==> config.mk <==
export PLATFORM = sky130hd
export DESIGN_NAME = hs_lane_burst
export DESIGN_NICKNAME = d
export VERILOG_FILES = /design/src/rtl/hsb_pkg.sv /design/src/rtl/hsb_phase_timer.sv /design/src/rtl/hsb_byte_hold.sv /design/src/rtl/hs_lane_burst.sv
export SDC_FILE = /design/constraint.sdc
export NUM_CORES = 1
export LEC_CHECK = 0
export BUFFER_PORTS_ARGS = -buffer_cell sky130_fd_sc_hd__buf_4
export CORE_ASPECT_RATIO = 1.75
export CORE_MARGIN = 5
export CORE_UTILIZATION = 45
export DETAILED_ROUTE_END_ITERATION = 10
export HOLD_SLACK_MARGIN = 0.02
export PLACE_DENSITY = 0.71
export SYNTH_ARGS = -nofsm -noshare
export SYNTH_HDL_FRONTEND = slang
export SYNTH_SLANG_ARGS = --single-unit
==> constraint.sdc <==
create_clock -name clk -period 9.35 [get_ports clk]
set_input_delay 0.935 -clock clk [delete_from_list [all_inputs] [get_ports clk]]
set_output_delay 0.935 -clock clk [all_outputs]
set_load 0.01 [all_outputs]
==> src/rtl/hsb_pkg.sv <==
package hsb_pkg;
    typedef enum logic [2:0] {
        ST_STOP,
        ST_REQ,
        ST_PREP,
        ST_ZERO,
        ST_SYNC,
        ST_DATA,
        ST_TRAIL,
        ST_EXIT
    } hsb_state_e;
endpackage

==> src/rtl/hsb_phase_timer.sv <==
module hsb_phase_timer #(
    parameter int CW = 8
) (
    input  logic          clk,
    input  logic          rst_n,
    input  logic          load,
    input  logic [CW-1:0] load_len,
    output logic          expired
);
    localparam logic [CW-1:0] ONE = CW'(1);

    logic [CW-1:0] cnt_q;

    // Loading len-1 makes the phase last exactly len cycles.
    always_ff @(posedge clk or negedge rst_n) begin
        if (!rst_n) begin
            cnt_q <= '0;
        end else if (load) begin
            cnt_q <= load_len - ONE;
        end else if (cnt_q != '0) begin
            cnt_q <= cnt_q - ONE;
        end
    end

    assign expired = (cnt_q == '0);
endmodule

==> src/rtl/hsb_byte_hold.sv <==
module hsb_byte_hold #(
    parameter int DW = 8
) (
    input  logic          clk,
    input  logic          rst_n,
    input  logic          take,
    input  logic [DW-1:0] in_data,
    input  logic          in_last,
    input  logic          to_trail,
    input  logic          wire_msb,
    output logic [DW-1:0] data_q,
    output logic          last_q,
    output logic          trail_lvl
);
    always_ff @(posedge clk or negedge rst_n) begin
        if (!rst_n) begin
            data_q    <= '0;
            last_q    <= 1'b0;
            trail_lvl <= 1'b0;
        end else begin
            if (take) begin
                data_q <= in_data;
                last_q <= in_last;
            end
            // The MSB is the final bit serialized; the trail holds its inverse.
            if (to_trail) begin
                trail_lvl <= ~wire_msb;
            end
        end
    end
endmodule

==> src/rtl/hs_lane_burst.sv <==
module hs_lane_burst
    import hsb_pkg::*;
#(
    parameter int             DW        = 8,
    parameter int             CW        = 8,
    parameter logic [DW-1:0]  SYNC_WORD = DW'(8'hB8)
) (
    input  logic          clk,
    input  logic          rst_n,
    input  logic          clk_ready,
    input  logic [CW-1:0] cfg_lpx,
    input  logic [CW-1:0] cfg_prep,
    input  logic [CW-1:0] cfg_zero,
    input  logic [CW-1:0] cfg_trail,
    input  logic [CW-1:0] cfg_exit,
    input  logic [DW-1:0] s_data,
    input  logic          s_valid,
    input  logic          s_last,
    output logic          s_ready,
    output logic          lp_p,
    output logic          lp_n,
    output logic          hs_en,
    output logic [DW-1:0] hs_byte,
    output logic          lane_done,
    output logic          underrun_err
);
    localparam logic [CW-1:0] ONE = CW'(1);

    hsb_state_e    state_q, state_d;
    logic          expired, take, underrun, to_trail, load;
    logic          last_q, trail_lvl, done_q, err_q;
    logic [DW-1:0] data_q;
    logic [CW-1:0] lpx_eff, load_len;

    function automatic logic [CW-1:0] at_least(input logic [CW-1:0] v,
                                               input logic [CW-1:0] floor_v);
        return (v > floor_v) ? v : floor_v;
    endfunction

    assign lpx_eff = at_least(cfg_lpx, ONE);

    // State register
    always_ff @(posedge clk or negedge rst_n) begin
        if (!rst_n) begin
            state_q <= ST_STOP;
        end else begin
            state_q <= state_d;
        end
    end

    // Next-state logic
    always_comb begin
        state_d = state_q;
        unique case (state_q)
            ST_STOP:  if (s_valid && clk_ready) state_d = ST_REQ;
            ST_REQ:   if (expired) state_d = ST_PREP;
            ST_PREP:  if (expired) state_d = ST_ZERO;
            ST_ZERO:  if (expired) state_d = ST_SYNC;
            ST_SYNC:  state_d = s_valid ? ST_DATA : ST_TRAIL;
            ST_DATA:  if (last_q || !s_valid) state_d = ST_TRAIL;
            ST_TRAIL: if (expired) state_d = ST_EXIT;
            ST_EXIT:  if (expired) state_d = ST_STOP;
            default:  state_d = ST_STOP;
        endcase
    end

    // Phase length for the state being entered; LP phases never shorter than LPX.
    always_comb begin
        unique case (state_d)
            ST_REQ:   load_len = lpx_eff;
            ST_PREP:  load_len = at_least(cfg_prep, lpx_eff);
            ST_ZERO:  load_len = at_least(cfg_zero, ONE);
            ST_TRAIL: load_len = at_least(cfg_trail, ONE);
            ST_EXIT:  load_len = at_least(cfg_exit, lpx_eff);
            default:  load_len = ONE;
        endcase
    end

    assign load     = (state_d != state_q);
    assign s_ready  = (state_q == ST_SYNC) || ((state_q == ST_DATA) && !last_q);
    assign take     = s_ready && s_valid;
    assign underrun = s_ready && !s_valid;
    assign to_trail = (state_d == ST_TRAIL) && (state_q != ST_TRAIL);

    hsb_phase_timer #(.CW(CW)) u_timer (
        .clk      (clk),
        .rst_n    (rst_n),
        .load     (load),
        .load_len (load_len),
        .expired  (expired)
    );

    hsb_byte_hold #(.DW(DW)) u_hold (
        .clk       (clk),
        .rst_n     (rst_n),
        .take      (take),
        .in_data   (s_data),
        .in_last   (s_last),
        .to_trail  (to_trail),
        .wire_msb  (hs_byte[DW-1]),
        .data_q    (data_q),
        .last_q    (last_q),
        .trail_lvl (trail_lvl)
    );

    // Flags
    always_ff @(posedge clk or negedge rst_n) begin
        if (!rst_n) begin
            done_q <= 1'b0;
            err_q  <= 1'b0;
        end else begin
            done_q <= (state_q == ST_EXIT) && expired;
            err_q  <= underrun;
        end
    end

    assign lane_done    = done_q;
    assign underrun_err = err_q;

    // Line outputs
    always_comb begin
        lp_p    = 1'b0;
        lp_n    = 1'b0;
        hs_en   = 1'b0;
        hs_byte = '0;
        unique case (state_q)
            ST_STOP, ST_EXIT: begin
                lp_p = 1'b1;
                lp_n = 1'b1;
            end
            ST_REQ:   lp_n = 1'b1;
            ST_PREP:  ;
            ST_ZERO:  hs_en = 1'b1;
            ST_SYNC: begin
                hs_en   = 1'b1;
                hs_byte = SYNC_WORD;
            end
            ST_DATA: begin
                hs_en   = 1'b1;
                hs_byte = data_q;
            end
            ST_TRAIL: begin
                hs_en   = 1'b1;
                hs_byte = {DW{trail_lvl}};
            end
            default: ;
        endcase
    end
endmodule

# Word-level counts from Yosys, hierarchy flattened
# Index checks and enable logic that the tools add are counted.
[word_totals]
reg_bits = 23
latch_bits = 0
mem_bits_rw = 0
mem_bits_ro = 0
in_bits = 53
out_inout_bits = 14
elab_cells = 67
mem_count = 0
[op_classes]
n_addsub = 2
mul = 0
n_div = 0
order_cmp = 5
n_eq_ne = 14
shift = 0
mux = 21
n_bitwise = 1
reduce_logical = 17
[op_table]
columns = ["cell", "n"]
rows = [
  ["2-to-1 mux 8 bit", 7],
  ["one-hot mux 8 bit (5 select lines)", 1],
  ["> comparator 8 x 1 -> 1 bit (second input constant)", 3],
  ["one-hot mux 3 bit (8 select lines)", 1],
  ["one-hot mux 8 bit (3 select lines)", 1],
  ["2-to-1 mux 3 bit", 7],
  ["== test 3 bit (second input constant)", 6],
  ["> comparator 8 bit", 2],
  ["subtractor 8 x 1 -> 8 bit (second input constant)", 2],
  ["== test 3 x 2 -> 1 bit (second input constant)", 4],
  ["zero test 8 bit", 1],
  ["nonzero test 8 bit", 1],
  ["== test 3 x 1 -> 1 bit (second input constant)", 2],
  ["logical AND 1 bit", 6],
  ["OR reduction 4 bit", 1],
  ["zero test 3 bit", 1],
  ["2-to-1 mux 1 bit", 3],
  ["inequality test 3 bit", 1],
  ["inequality test 3 bit (second input constant)", 1],
  ["OR reduction 3 bit", 1],
  ["zero test 1 bit", 2],
  ["logical OR 1 bit", 2],
  ["2-to-1 mux 2 bit", 1],
  ["nonzero test 2 bit", 1],
  ["other kinds (2)", 2],
]

# Longest topological paths before layout
# Gate-level depths: netlist of the first run.
[depth]
word_depth = 8
ltp_mapped = 15
mapped_depth_nobuf = 15

# Modules after synthesis
# Synthesis of the first run repeated with hierarchy kept, for this count alone.
[unflattened]
cells_unflattened = 257
area_unflattened_um2 = 2393.5
[by_module_without_submodules]
columns = ["mod", "instances", "cells_each", "area_each_um2", "seq_area_each_um2"]
rows = [
  ["hs_lane_burst", 1, 175, 1381.3, 125.1],
  ["hsb_phase_timer", 1, 60, 601.8, 200.2],
  ["hsb_byte_hold", 1, 22, 410.4, 250.2],
]

# Worst setup path after synthesis of the first run
# No wires, ideal clock.
[synth_path]
path_kind = "input-to-reg"
from = "input cfg_lpx[4]"
to = "register u_timer.cnt_q[4]"
setup_time_ps = 137
arrival_ps = 3694
required_ps = 9213
slack_ps = 5519
path_stages = 15
path_buffers = 0
cell_sequence = "nor3_1 -> a41o_1 -> ha_1 -> and4b_1 -> a211oi_1 -> o22ai_1 -> and2_1 -> a221oi_1 -> o221ai_1 -> inv_1 -> ha_1 -> inv_1 -> nor3_1 -> xor2_1 -> nor2_1"
[synth_via]
elab_chain_len = 7
elab_cells_between_ends = 9
classes_between = "add/sub (1); order compare (3); mux (5)"
[synth_rtl]
columns = ["item", "line_no", "source"]
rows = [
  ["from (decl)", "hs_lane_burst.sv:11", "input logic [CW-1:0] cfg_lpx,"],
  ["> comparator 8 x 1 -> 1 bit", "hs_lane_burst.sv:37", "return (v > floor_v) ? v : floor_v;"],
  ["2-to-1 mux 8 bit (*)", "hs_lane_burst.sv:37", ""],
  ["> comparator 8 bit", "hs_lane_burst.sv:37", ""],
  ["2-to-1 mux 8 bit", "hs_lane_burst.sv:37", ""],
  ["one-hot mux 8 bit (5 select lines) (*)", "hs_lane_burst.sv:69", "unique case (state_d)"],
  ["subtractor 8 x 1 -> 8 bit (*)", "hsb_phase_timer.sv:19", "cnt_q <= load_len - ONE;"],
  ["2-to-1 mux 8 bit (*)", "hsb_phase_timer.sv:18", "end else if (load) begin"],
  ["to (signal assigned)", "hsb_phase_timer.sv:19", ""],
  ["to (signal assigned)", "hsb_phase_timer.sv:21", "cnt_q <= cnt_q - ONE;"],
  ["to (decl)", "hsb_phase_timer.sv:12", "logic [CW-1:0] cnt_q;"],
]
# Every way passes the cells marked *; elsewhere a longest branch is shown, timed or not.
# A chain may end at the register's enable or synchronous reset.

# Worst setup path in the final report of the first run
[layout_path]
from = "input cfg_lpx[6]"
to = "register u_timer.cnt_q[4]"
# Same word-level chain as after synthesis.

==> results of run 1 <==
-- layout make-up --
cell class	count	area, um2
Timing Repair Buffer	66	495.5
Fill cell	486	2105
Multi-Input combinational cell	232	1633
Sequential cell	23	575.6
Inverter	15	56.30
Clock buffer	4	45.04
Tap cell	54	67.56
-- routing by layer --
metal	vias to the layer above	global-route usage
li1	1189	-
met1	1127	0.2229
met2	94	0.4050
met3	24	0.03545
met4	0	0.1266
met5	-	0
-- report_power, final --
group | leakage [nW] | switching (mW) | internal, mW
Sequential | 0.283 | 0.0555 | 0.145
Clock | 0.0228 | 0.0292 | 0.0303
Combinational | 1.00 | 0.225 | 0.179
-- registers in the layout, indices dropped and copies added (netlist names) --
| register | cells |
|---|---|
| u_hold.last_q | 1 |
| underrun_err | 1 |
| state_q | 3 |
| lane_done | 1 |
| u_timer.cnt_q | 8 |
| u_hold.trail_lvl | 1 |
| u_hold.data_q | 8 |
-- worst paths after layout --
check / slack, ps / end / from / depth (start not counted)
min: 520 / u_hold.data_q[1]$_DFFE_PN0P_ / u_hold.data_q[1]$_DFFE_PN0P_ / 1
min in group asynchronous: 550 / u_hold.data_q[7]$_DFFE_PN0P_ / rst_n / 1
max reg2reg: 5350 / u_timer.cnt_q[7]$_DFFE_PN0P_ / u_timer.cnt_q[1]$_DFFE_PN0P_ / 9
max in group asynchronous: 8550 / u_timer.cnt_q[0]$_DFFE_PN0P_ / rst_n / 1
max: 5040 / u_timer.cnt_q[4]$_DFFE_PN0P_ / cfg_lpx[6] / 16
min reg2reg: 520 / u_hold.data_q[1]$_DFFE_PN0P_ / u_hold.data_q[1]$_DFFE_PN0P_ / 1
-- logic make-up after synthesis --
group	after synthesis
and+or+nand+nor	107
buffers and inverters	23
adders and majority gates	17
DFF	23
xor gates and xnor gates	4
muxes	12
AOI/OAI and AO/OA	92
-- placed cells by master, fill, tap and decap left out, drive strengths merged, types with 3 or more instances in the layout --
| cell type | instances |
|---|---|
| nor2b | 4 |
| a211oi | 6 |
| and2 | 4 |
| a21oi | 26 |
| nand4 | 5 |
| a221oi | 4 |
| ha | 17 |
| dfrtp | 23 |
| mux2 | 11 |
| nor3 | 8 |
| or4 | 4 |
| clkbuf | 4 |
| o31ai | 3 |
| o221ai | 5 |
| nand3 | 9 |
| nand2b | 4 |
| inv | 15 |
| o21ai | 15 |
| nand2 | 26 |
| nor4 | 4 |
| buf | 66 |
| a22o | 4 |
| nor2 | 26 |
| a22oi | 3 |
| xnor2 | 3 |
-- stage by stage --
| step | hold WS (ps) | utilization | std cells |
|---|---|---|---|
| global placement | 488.8 | 0.5681 | 390 |
| floorplan | 470.2 | - | 278 |
| finish | 515.2 | 0.5772 | 394 |
| detailed placement | 496.1 | 0.5681 | 390 |
| CTS | 513.7 | 0.5772 | 394 |
| global route | 530.7 | 0.5772 | 394 |
-- worst reg2reg max path, cell delays in order (launching register included) --
cell and delay (ps):
dfrtp_1 420, nor4_1 770, nand2_1 320, mux2i_1 340
a221o_1 440, a311o_1 290, a222oi_1 620, nor4b_4 400
nand3_1 100, nor3b_2 170
==> load_flow_metrics.sql, run 1 <==
INSERT INTO impl_metrics (metric_group, metric, value, unit) VALUES
('drt', 'drtAntennaViolNets', '0', ''),
('cts', 'cts.clk_slew.worst_paths', '70', 'ps'),
('worst_setup_path', 'path_delay_family', 'compound AO/OA/AOI/OAI gates', ''),
('drt', 'drtIter0Drc', '125', ''),
('sta', 'final_max_slew_viol_count', '0', ''),
('synthesis', 'dominant_combinational_cell_family_by_area_after_synthesis', 'compound AO/OA/AOI/OAI gates', ''),
('die', 'die_area', '6731', 'um2'),
('placed_design', 'gp_congestion', '0.8855', ''),
('drt', 'drt-vias-per-instance', '6.178', ''),
('worst_setup_path', 'cell_breakdown_of_the_critical_path', 'buf_4 -> nor2_1 -> a41o_1 -> ha_1 -> and4b_1 -> a211oi_1 -> o22ai_1 -> and2_1 -> a221oi_1 -> o221ai_1 -> inv_1 -> ha_1 -> inv_1 -> nor3_1 -> xor2_1 -> nor2_1', ''),
('synthesis', 'synth-main-ff-cell', 'dfrtp_1', ''),
('synthesis', 'synth-async-reset-ratio', '1.000', ''),
('synthesis', 'synthAdderAreaFrac', '0.09194', ''),
('sta', 'fin_worst_skew', '8.282', 'ps'),
('cts', 'h-tree-depth', '1', ''),
('drt', 'met2_wirelength', '4050', 'um'),
('worst_setup_path', 'crit_fanout', '5', ''),
('synthesis', 'synthesis.nets', '348', ''),
('drt', 'avgRoutedWirePerCell', '18.86', 'um'),
('drt', 'dr_total_vias', '2434', ''),
('synthesis', 'most_instantiated_library_cell_after_synthesis', 'a21oi_1', ''),
('final_layout', 'layout_overhead_on_the_synthesized_area', '24.18', '%'),
('synthesis', 'ys_warn_count', '0', ''),
('cts', 'cts_setup_buffers', '0', ''),
('global_routing', 'number_of_global_route_vias_before_repair', '2535', ''),
('power', 'fin_total_pwr', '0.6643', 'mW'),
('drt', 'post-route-drc-count', '0', ''),
('synthesis', 'synth_common_cells', 'a21oi_1, nand2_1, nor2_1, dfrtp_1, ha_1', ''),
('global_routing', 'overflow', '0', ''),
('drt', 'met1Wirelength', '2610', 'um'),
('synthesis', 'syn_inst', '278', ''),
('synthesis', 'synth-seq-cells', '23', ''),
('synthesis', 'synth_top_cells_by_area', 'dfrtp_1, ha_1, a21oi_1', ''),
('sta', 'min_period', '4307', 'ps'),
('sta', 'final.setup.tns', '0', 'ps'),
('final_layout', 'num_antenna_cells', '0', ''),
('sta', 'maximum_clock_rate', '232.2', 'MHz'),
('sta', 'final_hold_violation_count', '0', ''),
('power', 'power.density', '231.2', 'nW/um2'),
('cts', 'cts_resized', '0', ''),
('synthesis', 'post_synth_and_or_nand_nor_area_fraction', '0.2591', ''),
('placed_design', 'place_worst_setup_slack', '4810', 'ps'),
('worst_setup_path', 'slowest_delay', '540', 'ps'),
('sta', 'grt_setup_unrepaired', 'no', ''),
('die', 'floorplan.rows', '34', ''),
('final_layout', 'final_stage_net_count', '411', ''),
('worst_setup_path', 'crit_type', 'in -> reg', ''),
('synthesis', 'post_synth.cell_area_avg', '8.322', 'um2'),
('power', 'vdd_drop_max', '0.2017', 'mV'),
('die', 'die_h', '104.9', 'um'),
('cts', 'tritoncts_num_sinks', '23', ''),
('global_routing', 'globalRouteTotalUtil', '0.2194', ''),
('die', 'boundaryPins', '67', ''),
('worst_setup_path', 'crit_path_top_delay_cell', 'a211oi_1', ''),
('cts', 'cts.root.buffer_cell', 'clkbuf_8', ''),
('cts', 'cts_inserted_buffers', '3', ''),
('die', 'horizontal_extent_of_the_die', '64.20', 'um'),
('outcome', 'run_status', 'completed', ''),
('drt', 'dr.max_layer_used', 'met4', ''),
('drt', 'detail_route.first_pass.iterations', '4', ''),
('synthesis', 'mappedNetlistArea', '2313', 'um2'),
('worst_setup_path', 'required', '9480', 'ps'),
('synthesis', 'synth_enable_flop_cells', '0', ''),
('placed_design', 'buffer_ports.inserted', '66', ''),
('synthesis', 'synth_largest_area_cell', 'dfrtp_1', ''),
('drt', 'met3WireLength', '441', 'um'),
('worst_setup_path', 'worst-endpoint-arrival', '4430', 'ps'),
('synthesis', 'synth-compound-area-share', '0.2818', ''),
('worst_setup_path', 'critical_path.endpoint_type', 'register', ''),
('worst_setup_path', 'timing.critical_path.from_type', 'input port', ''),
('global_routing', 'wire_length_of_the_first_global_routing_pass', '12000', 'um');
Power figures use the tool's default switching activity.
==> inputs of run 2 (changes only) <==
--- a/config.mk
+++ b/config.mk
@@ -5,13 +5,14 @@
 export SDC_FILE = /design/constraint.sdc
 export NUM_CORES = 1
 export LEC_CHECK = 0
+export ABC_AREA = 1
 export BUFFER_PORTS_ARGS = -buffer_cell sky130_fd_sc_hd__buf_4
 export CORE_ASPECT_RATIO = 1.75
 export CORE_MARGIN = 5
 export CORE_UTILIZATION = 45
 export DETAILED_ROUTE_END_ITERATION = 10
 export HOLD_SLACK_MARGIN = 0.02
-export PLACE_DENSITY = 0.71
+export PLACE_DENSITY = 0.7
 export SYNTH_ARGS = -nofsm -noshare
 export SYNTH_HDL_FRONTEND = slang
 export SYNTH_SLANG_ARGS = --single-unit
==> constraint.sdc (replaced) <==
create_clock -name clk -period 4.5 [get_ports clk]
set_input_delay 0.45 -clock clk [delete_from_list [all_inputs] [get_ports clk]]
set_output_delay 0.45 -clock clk [all_outputs]
set_load 0.01 [all_outputs]
==> run 2 against run 1 <==
Area after synthesis up 11%. Combinational power rose to 3.8 times the previous value. Flip-flop and latch count is the same. Cell area rose by 11%. Clock power rose by 110%. Register-to-register slack worse by 3600 ps. Synthesized cell count grew 44%. Sequential power grew 76%. Sequential share of layout area fell by 1.9 points. Core utilization shrank 0.80 points. Routed wire length down 3.7%. Clock skew down 5.6 ps. Critical endpoint unchanged. Largest power group unchanged.
==> load_flow_metrics.sql, run 2 <==
INSERT INTO impl_metrics (metric_group, metric, value, unit) VALUES
('cts', 'cts_inserted_buffers', '3', ''),
('global_routing', 'number_of_global_route_vias_before_repair', '2677', ''),
('power', 'vdd_drop_max', '0.2157', 'mV'),
('final_layout', 'drive_above_1_share', '0.2505', ''),
('cts', 'cts.clk_slew.worst_paths', '80', 'ps'),
('worst_setup_path', 'critical_path_cell_count', '23', ''),
('drt', 'avgRoutedWirePerCell', '13.19', 'um'),
('synthesis', 'synth-async-reset-ratio', '1.000', ''),
('cts', 'cts.root.buffer_cell', 'clkbuf_8', ''),
('sta', 'final_hold_violation_count', '0', ''),
('final_layout', 'multi_input_area', '1695', 'um2'),
('worst_setup_path', 'crit_type', 'in -> reg', ''),
('placed_design', 'dpl_cell_area', '3133', 'um2'),
('drt', 'dr_total_vias', '2700', ''),
('die', 'floorplan.rows', '36', ''),
('sta', 'min_period', '3117', 'ps'),
('final_layout', 'nFillCells', '573', ''),
('global_routing', 'pin_count_of_the_biggest_net_entering_global_routing', '24', ''),
('job', 'drv_cap', '0', ''),
('drt', 'post-route-drc-count', '0', ''),
('final_layout', 'finalNonFillerCells', '543', ''),
('final_layout', 'layout.cells.most_common', 'nand2_1', ''),
('worst_setup_path', 'crit_path_top_delay_cell', 'nor4_1', ''),
('synthesis', 'syn_inst', '401', ''),
('cts', 'tritoncts_num_sinks', '23', ''),
('drt', 'detail_route.first_pass.iterations', '4', ''),
('final_layout', 'final_stage_net_count', '538', ''),
('synthesis', 'ys_warn_count', '0', ''),
('global_routing', 'wire_length_of_the_first_global_routing_pass', '11500', 'um'),
('final_layout', 'final_util', '0.5692', ''),
('placed_design', 'gp_congestion', '0.9430', ''),
('sta', 'final.setup.tns', '0', 'ps'),
('sta', 'grt_setup_unrepaired', 'no', ''),
('worst_setup_path', 'cell_breakdown_of_the_critical_path', 'buf_4 -> nor4_1 -> a31oi_1 -> inv_1 -> ha_1 -> nor2_1 -> o21ai_0 -> nand2_1 -> nand2_1 -> nand2_1 -> nand2_1 -> nor2_1 -> nand2_1 -> nand2_1 -> nor2_2 -> nand3_4 -> nand2_4 -> ha_1 -> inv_1 -> nor2_2 -> inv_1 -> o21ai_1 -> a21oi_1', ''),
('drt', 'drtIter0Drc', '114', ''),
('synthesis', 'synth_common_cells', 'nand2_1, inv_1, nor2_1, nand3_1, o21ai_0', ''),
('sta', 'setup_viol_count_final', '0', ''),
('cts', 'clock_insertion_delay_worst_skew', '260', 'ps'),
('die', 'die_h', '110.0', 'um'),
('placed_design', 'detailed_place_hpwl', '6253', 'um'),
('worst_setup_path', 'crit_top_cell', 'nand2_1', ''),
('die', 'core_area', '5585', 'um2'),
('power', 'fin_total_pwr', '2.000', 'mW'),
('synthesis', 'synth-seq-cells', '23', ''),
('die', 'horizontal_extent_of_the_die', '67.16', 'um'),
('cts', 'ctsLongestPathBuffers', '2', ''),
('cts', 'cts_tree', 'done', ''),
('synthesis', 'synth_largest_area_cell', 'dfrtp_1', ''),
('worst_setup_path', 'path_delay_family', 'simple AND/OR/NAND/NOR gates', ''),
('synthesis', 'synth-main-ff-cell', 'dfrtp_1', ''),
('worst_setup_path', 'timing.critical_path.from_type', 'input port', ''),
('sta', 'final.period_utilization', '0.6926', ''),
('worst_setup_path', 'path_buf_inv', '4', ''),
('synthesis', 'most_instantiated_library_cell_after_synthesis', 'nand2_1', ''),
('final_layout', 'seq_area', '575.6', 'um2'),
('drt', 'drtAntennaViolNets', '0', ''),
('drt', 'wirelength', '7160', 'um'),
('die', 'boundaryPins', '67', ''),
('synthesis', 'synth_top_cells_by_area', 'dfrtp_1, nand2_1, inv_1', ''),
('sta', 'worstMarginPinSlew', '419.5', 'ps'),
('worst_setup_path', 'critical_path.endpoint_type', 'register', ''),
('global_routing', 'overflow', '0', ''),
('die', 'initial_utilization', '0.4606', ''),
('worst_setup_path', 'required', '4630', 'ps'),
('outcome', 'run_status', 'completed', ''),
('sta', 'maximum_clock_rate', '320.8', 'MHz'),
('power', 'cellLeakagePower', '1.765', 'nW'),
('synthesis', 'post_synth.cell_area_avg', '6.415', 'um2'),
('final_layout', 'final_design_area_no_fill', '3179', 'um2'),
('sta', 'fin_worst_skew', '2.684', 'ps'),
('worst_setup_path', 'rr_worst_depth', '15', ''),
('synthesis', 'synthesis.nets', '471', ''),
('worst_hold_path', 'worstHoldPathType', 'in -> async', ''),
('final_layout', 'num_antenna_cells', '0', ''),
('sta', 'slew_headroom', '0.7185', ''),
('placed_design', 'placed_cells', '539', ''),
('synthesis', 'synth_top_area_frac', '0.2237', ''),
('worst_setup_path', 'crit_fanout', '10', ''),
('cts', 'cts_setup_buffers', '0', ''),
('worst_setup_path', 'slowest_delay', '380', 'ps'),
('synthesis', 'mappedNetlistArea', '2572', 'um2'),
('cts', 'cts_resized', '0', ''),
('cts', 'cts_hold_repair.buffers', '0', ''),
('synthesis', 'synth_seq_area_share', '0.2237', ''),
('synthesis', 'synth_enable_flop_cells', '0', ''),
('sta', 'final_max_slew_viol_count', '0', ''),
('synthesis', 'netlist-cell-type-count', '36', ''),
('die', 'die_area', '7388', 'um2'),
('final_layout', 'layout_common_cells', 'nand2_1, buf_4, inv_1', ''),
('worst_setup_path', 'worst-endpoint-arrival', '3250', 'ps'),
('worst_setup_path', 'ff2ff_setup_slack', '1770', 'ps'),
('final_layout', 'layout_overhead_on_the_synthesized_area', '23.59', '%'),
('global_routing', 'antenna_found_initial', '0', ''),
('cts', 'h-tree-depth', '1', ''),
('power', 'power.density', '629.0', 'nW/um2'),
('drt', 'drt-vias-per-instance', '4.972', ''),
('placed_design', 'buffer_ports.inserted', '66', ''),
('final_layout', 'reg.largest.list', 'u_hold.data_q x8, u_timer.cnt_q x8, state_q x3', ''),
('global_routing', 'globalRouteTotalUtil', '0.2034', '');
-- run 2: final timing paths --
path / startpoint / to
setup / recovery: cfg_lpx[7] / u_timer.cnt_q[4]$_DFFE_PN0P_
min in group clk: s_valid / underrun_err$_DFF_PN0_
setup reg to reg: state_q[2]$_DFF_PN0_ / u_timer.cnt_q[4]$_DFFE_PN0P_
hold reg to reg: u_hold.data_q[1]$_DFFE_PN0P_ / u_hold.data_q[1]$_DFFE_PN0P_
max in group asynchronous: rst_n / u_hold.data_q[1]$_DFFE_PN0P_
hold / removal: rst_n / underrun_err$_DFF_PN0_
-- run 2: cells by family after synthesis --
family	synth area share
compound gates	0.1143
xor+xnor	0.003405
fa+ha+maj	0.08268
buf+inv	0.1172
flops	0.2237
simple gates	0.4587
-- run 2: power by group --
part | total (mW) | internal, mW | leakage, nW | switching [mW]
clock | 0.127 | 0.0617 | 0.0255 | 0.0653
sequential | 0.351 | 0.290 | 0.253 | 0.0609
combinational | 1.52 | 0.547 | 1.49 | 0.975
-- run 2: area by class of cell --
class                      count  share of cell area
multi-input combinational    302              0.5333
sequential                    23              0.1810
timing repair buffer          66              0.1558
inverter                      72             0.08540
tap                           76             0.02991
clock buffer                   3             0.01299
clock inverter                 1            0.001574
-- run 2: per-layer routing --
layer | part of all wire | global-route usage | vias to the layer above
met2 | 0.54 | 0.4004 | 93
met1 | 0.35 | 0.1843 | 1180
met3 | 0.051 | 0.02028 | 22
met4 | 0.062 | 0.1408 | 0
met5 | 0 | 0 | -
li1 | - | - | 1405
-- run 2: stage by stage --
stage               setup slack, ps  hold WS (ps)
finish                         1383         60.70
global route                   1069         78.95
CTS                            1395         71.39
detailed placement             1113         359.4
global placement               1202         357.6
floorplan                      1729         154.4
